File: src/rtl/adc_seq_pkg.sv
package adc_seq_pkg;

    localparam int DATA_W = 8;
    localparam int ADDR_W = 2;
    localparam int RES_W  = 10;
    localparam int CHAN_W = 5;
    localparam int REF_W  = 2;
    localparam int PS_W   = 3;
    localparam int VIEW_W = 2 * DATA_W;

    localparam logic [ADDR_W-1:0] A_SEL  = 2'd0;
    localparam logic [ADDR_W-1:0] A_CTRL = 2'd1;
    localparam logic [ADDR_W-1:0] A_LO   = 2'd2;
    localparam logic [ADDR_W-1:0] A_HI   = 2'd3;

    typedef enum logic [1:0] {
        ST_IDLE = 2'd0,
        ST_INIT = 2'd1,
        ST_RUN  = 2'd2
    } conv_state_e;

    typedef struct packed {
        logic [CHAN_W-1:0] chan;
        logic [REF_W-1:0]  refsel;
        logic              left;
    } sel_reg_t;

    typedef struct packed {
        logic [PS_W-1:0] prescale;
        logic            irq_en;
        logic            flag;
        logic            free_run;
        logic            start;
        logic            enable;
    } ctrl_reg_t;

    // 16-bit view of a result: right aligned, or pushed to the top.
    function automatic logic [VIEW_W-1:0] place(input logic [RES_W-1:0] r,
                                                input logic left);
        logic [VIEW_W-1:0] v;
        v = VIEW_W'(r);
        if (left)
            v = v << (VIEW_W - RES_W);
        return v;
    endfunction

    function automatic logic [DATA_W-1:0] view_lo(input logic [RES_W-1:0] r,
                                                  input logic left);
        logic [VIEW_W-1:0] v;
        v = place(r, left);
        return v[DATA_W-1:0];
    endfunction

    function automatic logic [DATA_W-1:0] view_hi(input logic [RES_W-1:0] r,
                                                  input logic left);
        logic [VIEW_W-1:0] v;
        v = place(r, left);
        return v[VIEW_W-1:DATA_W];
    endfunction

endpackage

File: src/rtl/adc_clk_div.sv
module adc_clk_div #(
    parameter int PS_W = 3
) (
    input  logic            clk,
    input  logic            rst_n,
    input  logic            run,
    input  logic [PS_W-1:0] prescale,
    output logic            tick
);

    localparam int MAX_SHIFT = (1 << PS_W) - 1;
    localparam int CNT_W     = MAX_SHIFT;

    logic [PS_W-1:0]  shamt;
    logic [CNT_W:0]   span;
    logic [CNT_W-1:0] limit;
    logic [CNT_W-1:0] cnt_q;

    // Code 0 divides by 2 like code 1; code k divides by 2**k otherwise.
    always_comb begin
        shamt = (prescale == '0) ? PS_W'(1) : prescale;
        span  = (CNT_W+1)'(1) << shamt;
        limit = CNT_W'(span - 1'b1);
    end

    // The counter rests at zero while idle, so a launch starts a full period.
    always_ff @(posedge clk or negedge rst_n) begin
        if (!rst_n)
            cnt_q <= '0;
        else if (!run || (cnt_q == limit))
            cnt_q <= '0;
        else
            cnt_q <= cnt_q + 1'b1;
    end

    assign tick = run && (cnt_q == limit);

endmodule

File: src/rtl/adc_conv_fsm.sv
module adc_conv_fsm import adc_seq_pkg::*; #(
    parameter int NORM_TICKS = 13,
    parameter int INIT_TICKS = 25,
    parameter int CH_W       = 5,
    parameter int RF_W       = 2
) (
    input  logic            clk,
    input  logic            rst_n,
    input  logic            launch_req,
    input  logic            abort_req,
    input  logic            free_run,
    input  logic            tick,
    input  logic [CH_W-1:0] sel_chan,
    input  logic [RF_W-1:0] sel_ref,
    output logic            busy,
    output logic            running_init,
    output logic            complete,
    output logic            core_sample,
    output logic [CH_W-1:0] core_chan,
    output logic [RF_W-1:0] core_ref
);

    localparam int MAXT   = (INIT_TICKS > NORM_TICKS) ? INIT_TICKS : NORM_TICKS;
    localparam int TCNT_W = $clog2(MAXT);

    conv_state_e       state_q, state_d;
    logic [TCNT_W-1:0] tcnt_q, tcnt_d;
    logic [TCNT_W-1:0] last_tick;
    logic              init_done_q;
    logic              sample_go;
    logic              sample_q;
    logic [CH_W-1:0]   chan_q;
    logic [RF_W-1:0]   ref_q;

    assign last_tick = (state_q == ST_INIT) ? TCNT_W'(INIT_TICKS - 1)
                                            : TCNT_W'(NORM_TICKS - 1);

    // Next state, tick count and event strobes.
    always_comb begin
        state_d   = state_q;
        tcnt_d    = tcnt_q;
        complete  = 1'b0;
        sample_go = 1'b0;
        if (abort_req) begin
            state_d = ST_IDLE;
            tcnt_d  = '0;
        end else begin
            unique case (state_q)
                ST_IDLE: begin
                    if (launch_req) begin
                        sample_go = 1'b1;
                        tcnt_d    = '0;
                        state_d   = init_done_q ? ST_RUN : ST_INIT;
                    end
                end
                ST_INIT, ST_RUN: begin
                    if (tick) begin
                        if (tcnt_q == last_tick) begin
                            complete = 1'b1;
                            tcnt_d   = '0;
                            if (free_run) begin
                                state_d   = ST_RUN;
                                sample_go = 1'b1;
                            end else begin
                                state_d = ST_IDLE;
                            end
                        end else begin
                            tcnt_d = tcnt_q + 1'b1;
                        end
                    end
                end
                default: state_d = ST_IDLE;
            endcase
        end
    end

    // State register.
    always_ff @(posedge clk or negedge rst_n) begin
        if (!rst_n) begin
            state_q <= ST_IDLE;
            tcnt_q  <= '0;
        end else begin
            state_q <= state_d;
            tcnt_q  <= tcnt_d;
        end
    end

    // Output registers: held selection, sample pulse, initialisation memory.
    always_ff @(posedge clk or negedge rst_n) begin
        if (!rst_n) begin
            sample_q    <= 1'b0;
            chan_q      <= '0;
            ref_q       <= '0;
            init_done_q <= 1'b0;
        end else begin
            sample_q <= sample_go;
            if (sample_go) begin
                chan_q <= sel_chan;
                ref_q  <= sel_ref;
            end
            if (abort_req)
                init_done_q <= 1'b0;
            else if (complete)
                init_done_q <= 1'b1;
        end
    end

    assign busy         = (state_q != ST_IDLE);
    assign running_init = (state_q == ST_INIT);
    assign core_sample  = sample_q;
    assign core_chan    = chan_q;
    assign core_ref     = ref_q;

endmodule

File: src/rtl/adc_result_regs.sv
module adc_result_regs import adc_seq_pkg::*; (
    input  logic              clk,
    input  logic              rst_n,
    input  logic              complete,
    input  logic [RES_W-1:0]  core_result,
    input  logic              left,
    input  logic              rd_lo,
    input  logic              rd_hi,
    output logic [DATA_W-1:0] lo_byte,
    output logic [DATA_W-1:0] hi_byte
);

    logic [RES_W-1:0] res_q;
    logic [RES_W-1:0] hold_q;
    logic             lock_q;

    always_ff @(posedge clk or negedge rst_n) begin
        if (!rst_n)
            res_q <= '0;
        else if (complete)
            res_q <= core_result;
    end

    // A low-byte read captures the result for the matching high-byte read.
    always_ff @(posedge clk or negedge rst_n) begin
        if (!rst_n) begin
            hold_q <= '0;
            lock_q <= 1'b0;
        end else if (rd_lo) begin
            hold_q <= res_q;
            lock_q <= 1'b1;
        end else if (rd_hi) begin
            lock_q <= 1'b0;
        end
    end

    // Alignment is applied on the read path, so it acts at once.
    assign lo_byte = view_lo(res_q, left);
    assign hi_byte = lock_q ? view_hi(hold_q, left) : view_hi(res_q, left);

endmodule

File: src/rtl/adc_seq_top.sv
module adc_seq_top import adc_seq_pkg::*; #(
    parameter int NORM_TICKS = 13,
    parameter int INIT_TICKS = 25
) (
    input  logic              clk,
    input  logic              rst_n,
    input  logic              wr_en,
    input  logic              rd_en,
    input  logic [ADDR_W-1:0] reg_addr,
    input  logic [DATA_W-1:0] wr_data,
    output logic [DATA_W-1:0] rd_data,
    input  logic              glb_irq_en,
    input  logic              irq_ack,
    output logic              irq,
    output logic              core_sample,
    output logic              core_init,
    output logic [CHAN_W-1:0] core_chan,
    output logic [REF_W-1:0]  core_ref,
    output logic              core_tick,
    input  logic [RES_W-1:0]  core_result
);

    sel_reg_t          sel_q;
    ctrl_reg_t         cw;
    logic              en_q, fr_q, ie_q, flag_q;
    logic [PS_W-1:0]   ps_q;
    logic              wr_sel, wr_ctrl;
    logic              launch_req, abort_req;
    logic              conv_busy, conv_done;
    logic              rd_lo, rd_hi;
    logic [DATA_W-1:0] lo_byte, hi_byte;

    assign cw         = ctrl_reg_t'(wr_data);
    assign wr_sel     = wr_en && (reg_addr == A_SEL);
    assign wr_ctrl    = wr_en && (reg_addr == A_CTRL);
    assign launch_req = wr_ctrl && cw.enable && cw.start;
    assign abort_req  = wr_ctrl && !cw.enable;
    assign rd_lo      = rd_en && (reg_addr == A_LO);
    assign rd_hi      = rd_en && (reg_addr == A_HI);

    always_ff @(posedge clk or negedge rst_n) begin
        if (!rst_n) begin
            sel_q <= '0;
            en_q  <= 1'b0;
            fr_q  <= 1'b0;
            ie_q  <= 1'b0;
            ps_q  <= '0;
        end else begin
            if (wr_sel)
                sel_q <= sel_reg_t'(wr_data);
            if (wr_ctrl) begin
                en_q <= cw.enable;
                fr_q <= cw.free_run;
                ie_q <= cw.irq_en;
                ps_q <= cw.prescale;
            end
        end
    end

    // Completion flag: a new result wins over a clear in the same cycle.
    always_ff @(posedge clk or negedge rst_n) begin
        if (!rst_n)
            flag_q <= 1'b0;
        else if (conv_done)
            flag_q <= 1'b1;
        else if ((wr_ctrl && cw.flag) || irq_ack)
            flag_q <= 1'b0;
    end

    adc_clk_div #(
        .PS_W (PS_W)
    ) div_i (
        .clk      (clk),
        .rst_n    (rst_n),
        .run      (conv_busy),
        .prescale (ps_q),
        .tick     (core_tick)
    );

    adc_conv_fsm #(
        .NORM_TICKS (NORM_TICKS),
        .INIT_TICKS (INIT_TICKS),
        .CH_W       (CHAN_W),
        .RF_W       (REF_W)
    ) fsm_i (
        .clk          (clk),
        .rst_n        (rst_n),
        .launch_req   (launch_req),
        .abort_req    (abort_req),
        .free_run     (fr_q),
        .tick         (core_tick),
        .sel_chan     (sel_q.chan),
        .sel_ref      (sel_q.refsel),
        .busy         (conv_busy),
        .running_init (core_init),
        .complete     (conv_done),
        .core_sample  (core_sample),
        .core_chan    (core_chan),
        .core_ref     (core_ref)
    );

    adc_result_regs res_i (
        .clk         (clk),
        .rst_n       (rst_n),
        .complete    (conv_done),
        .core_result (core_result),
        .left        (sel_q.left),
        .rd_lo       (rd_lo),
        .rd_hi       (rd_hi),
        .lo_byte     (lo_byte),
        .hi_byte     (hi_byte)
    );

    always_comb begin
        rd_data = '0;
        case (reg_addr)
            A_SEL:   rd_data = sel_q;
            A_CTRL:  rd_data = {ps_q, ie_q, flag_q, fr_q, conv_busy, en_q};
            A_LO:    rd_data = lo_byte;
            A_HI:    rd_data = hi_byte;
            default: rd_data = '0;
        endcase
    end

    assign irq = flag_q && ie_q && glb_irq_en;

endmodule

File: config.mk
export PLATFORM = sky130hd
export DESIGN_NAME = adc_seq_top
export DESIGN_NICKNAME = d
export VERILOG_FILES = /design/src/rtl/adc_seq_pkg.sv /design/src/rtl/adc_clk_div.sv /design/src/rtl/adc_conv_fsm.sv /design/src/rtl/adc_result_regs.sv /design/src/rtl/adc_seq_top.sv
export SDC_FILE = /design/constraint.sdc
export NUM_CORES = 1
export LEC_CHECK = 0
export ABC_AREA = 1
export BUFFER_PORTS_ARGS = -buffer_cell sky130_fd_sc_hd__buf_2
export CAP_MARGIN = 30
export CORE_ASPECT_RATIO = 1.1
export CORE_UTILIZATION = 35
export DETAILED_ROUTE_END_ITERATION = 12
export MAX_ROUTING_LAYER = met4
export PLACE_DENSITY = 0.55
export SLEW_MARGIN = 15
export SYNTH_ARGS = -nofsm -noshare
export SYNTH_HDL_FRONTEND = slang
export SYNTH_SLANG_ARGS = --single-unit
File: constraint.sdc
create_clock -name clk -period 3.4 [get_ports clk]
set_input_delay 0.17 -clock clk [delete_from_list [all_inputs] [get_ports clk]]
set_output_delay 0.17 -clock clk [all_outputs]
set_load 0.05 [all_outputs]
==> results.sh <==
export IMPL_synth_top_area_share_pct=46.2
export IMPL_power_density_mw_per_mm2=625
export IMPL_post_cts_buffers=0
export IMPL_die_w_um=91.6
export IMPL_io_pins=45
export IMPL_first_iter_violations=100
export IMPL_leakage_nw=1.90
export IMPL_cts_resized=0
export IMPL_synth_fp_nets=425
export IMPL_path_class="flip-flop to output port"
export IMPL_cts_buffer_depth=2
export IMPL_startpoint_type="flip-flop"
export IMPL_worstMarginPinSlew_ns=0.795
export IMPL_yosysMostFrequentCell="nand2_1"
export IMPL_worst_r2r_cell_count=14
export IMPL_die_y_um=101
export IMPL_rr_endpoint="res_i.res_q[2]"
export IMPL_dp_hpwl_mm=5.48
export IMPL_slew_headroom_pct=47.0
export IMPL_cp_max_fo=7
export IMPL_ys_warn_count=0
export IMPL_crit_arrival_ns=2.14
export IMPL_ir_drop_mv=0.342
export IMPL_synth_area_mux_share_pct=0.689
export IMPL_worstPathRequired_ns=3.23
export IMPL_synth_top_cells_by_count="nand2_1, inv_1, dfrtp_1, o21ai_0, nand3_1"
export IMPL_maxSlewViolCount=0
export IMPL_synthDistinctLibCells=37
export IMPL_viasPerCell=4.58
export IMPL_clk_pin_slew_worst_paths_ns=0.07
export IMPL_cts_tree="done"
export IMPL_cts_hold_buf=2
export IMPL_antenna_cells=0
export IMPL_drcViolationCount=0
export IMPL_period_minus_slack_ns=2.31
export IMPL_skew_ns=0.0119
export IMPL_setup_viol=0
export IMPL_max_freq_mhz=433
export IMPL_core_mm2=0.00845
export IMPL_cts_made_buffers=9
export IMPL_ant_nets=0
export IMPL_wl_met1_mm=3.72
export IMPL_grt_max_degree=34
export IMPL_synth_simple_area_share_pct=26.2
export IMPL_dr_wl_met2_mm=3.09
export IMPL_holdCritStartpoint="core_result[8]"
export IMPL_synth_yosys_seq_area_share_pct=46.2
export IMPL_totalWireLength_mm=7.19
export IMPL_avgSynthCellArea_um2=7.88
export IMPL_track_usage_pct=17.6
export IMPL_synth_top_family_by_area="simple AND/OR/NAND/NOR gates"
export IMPL_synthTopCellsByArea="dfrtp_1, nand2_1, inv_1"
export IMPL_wl_met3_um=315
export IMPL_finalSetupTns_ns=0
export IMPL_dieArea_mm2=0.00921
export IMPL_fin_crit_sh_pct=68.0
export IMPL_ys_ff_latch=57
export IMPL_async_flop_share_pct=100
export IMPL_gp_congestion=0.860
export IMPL_synth_compound_area_share_pct=13.0
export IMPL_highest_layer="met4"
export IMPL_netlist_area_mm2=0.00309
export IMPL_rows=35
export IMPL_synth_adder_area_share_pct=2.84
export IMPL_drive_gt1_share_pct=20.1
export IMPL_port_buffer_count=44
export IMPL_min_path_cells=3
export IMPL_hold_viol=0
export IMPL_start_util_pct=36.6
export IMPL_synth_xor_area_share_pct=1.42
export IMPL_dr_pass1_iters=5
export IMPL_cts_root_buf="clkbuf_8"
export IMPL_grt_pass1_vias=2410
export IMPL_synth_top_flop_cell="dfrtp_1"
export IMPL_rsz0062_at_grt="false"
export IMPL_wire_per_inst_um=12.9
export IMPL_syn_to_final_growth_pct=17.7
export IMPL_num_vias=2557
export IMPL_holdPathEnd="res_i.res_q[8]"
export IMPL_r2r_start="ps_q[2]"
export IMPL_min_path_type="input pin to flip-flop"
export IMPL_synth_top_area_cell="dfrtp_1"
export IMPL_hold_ws_ns=0.0763
export IMPL_reg2reg_slack_ns=1.26
export IMPL_antenna_found_initial=0
export IMPL_cts_htree_levels=3
export IMPL_overflow=0
export IMPL_synthCells=392
export IMPL_grt_pass1_wl_mm=12.0
export IMPL_insertion_delay_ns=0.34
export IMPL_maxCapViolCount=0
export IMPL_nets=475
export IMPL_end_kind="output port"
export IMPL_status="complete, no violations"
export IMPL_synth_edf_count=0
export IMPL_cts_sinks=57
## registers in the layout (all words and copies together), names as in the netlist, 2 cells and up
signal,count
res_i.hold_q,8
fsm_i.state_q,2
ps_q,3
res_i.res_q,10
sel_q,8
div_i.cnt_q,7
fsm_i.core_chan,5
fsm_i.tcnt_q,5
fsm_i.core_ref,2
## worst max-delay path by stage
stage,from,endpoint,slack [ns],depth (start not counted)
after detailed placement,ps_q[2],res_i.res_q[2],1.29,14
after floorplan,fsm_i.state_q[1],fsm_i.core_chan[0],1.43,9
after global routing,ps_q[2],core_tick,0.92,12
after CTS,ps_q[2],core_tick,1.08,12
final,ps_q[2],core_tick,1.09,12
after global placement,ps_q[2],res_i.res_q[8],1.40,14
## final cells by class
cell class | count | area [um^2]
timing repair buffer | 47 | 248
multi-input combinational | 261 | 1370
inverter | 66 | 249
clock inverter | 4 | 51.3
tap | 111 | 139
clock buffer | 12 | 155
sequential | 57 | 1430
fill | 854 | 4820
## metal layers
metal	GRT usage, %	vias to the layer above
li1	-	1336
met1	24.4	1170
met2	24.9	45
met3	4.68	6
met4	5.49	0
met5	-	-
## layout by cell type (no fill, tap or decap), drive strengths merged
master | synthesis | final
nor3b | 2 | 2
o211ai | 1 | 1
o31ai | 1 | 1
nand2 | 129 | 129
clkbuf | 5 | 12
buf | 3 | 45
dfrtp | 57 | 57
dlygate4sd3 | 0 | 2
xor2 | 4 | 4
bufinv | 0 | 1
nand3 | 23 | 23
mux2 | 1 | 1
inv | 64 | 64
clkinvlp | 0 | 1
clkinv | 2 | 4
o21ai | 49 | 49
conb | 1 | 1
a21oi | 5 | 5
xnor2 | 1 | 1
nor3 | 2 | 2
a22oi | 1 | 1
o22ai | 1 | 1
a211oi | 1 | 1
o2111ai | 5 | 5
nor2 | 22 | 22
nand3b | 1 | 1
mux2i | 1 | 1
ha | 7 | 7
nand4 | 3 | 3
## critical path: stages, from the launching register on
cell and delay [ns]:
dfrtp_1 0.45, inv_1 0.11, nand2_1 0.06, ha_1 0.28, inv_1 0.04, nand2_1 0.05, nand3_1 0.06, nor2_1 0.09
nand2_1 0.09, nor2_2 0.14, nand2_2 0.08, clkinv_2 0.08, buf_2 0.27
## kinds of logic (layout without fill, tap and decap cells)
| kind of cell | after synthesis | after routing |
|---|---|---|
| buffers and inverters | 74 | 129 |
| XOR/XNOR | 5 | 5 |
| AO/OA/AOI/OAI | 64 | 64 |
| adder cells (fa/ha/maj) | 7 | 7 |
| flip-flops | 57 | 57 |
| other | 1 | 1 |
| multiplexers | 2 | 2 |
| AND/OR/NAND/NOR | 182 | 182 |
## power breakdown
| part | leakage, nW | switching (mW) | internal, mW | total (mW) |
|---|---|---|---|---|
| Sequential | 0.762 | 0.0868 | 0.773 | 0.860 |
| Clock | 0.103 | 0.282 | 0.379 | 0.661 |
| Combinational | 1.03 | 0.548 | 0.203 | 0.750 |
## through the flow
step	area [um^2]	setup slack [ns]	cells	utilization (%)	power, mW
3_3_place_gp	3410	1.40	540	40.3	1.62
3_5_place_dp	3410	1.29	540	40.3	1.62
4_1_cts	3640	1.08	558	43.0	2.29
6_report	3640	1.09	558	43.0	2.27
2_1_floorplan	3090	1.43	392	-	1.43
5_1_grt	3640	0.918	558	43.0	2.42
Power figures use the tool's default switching activity.
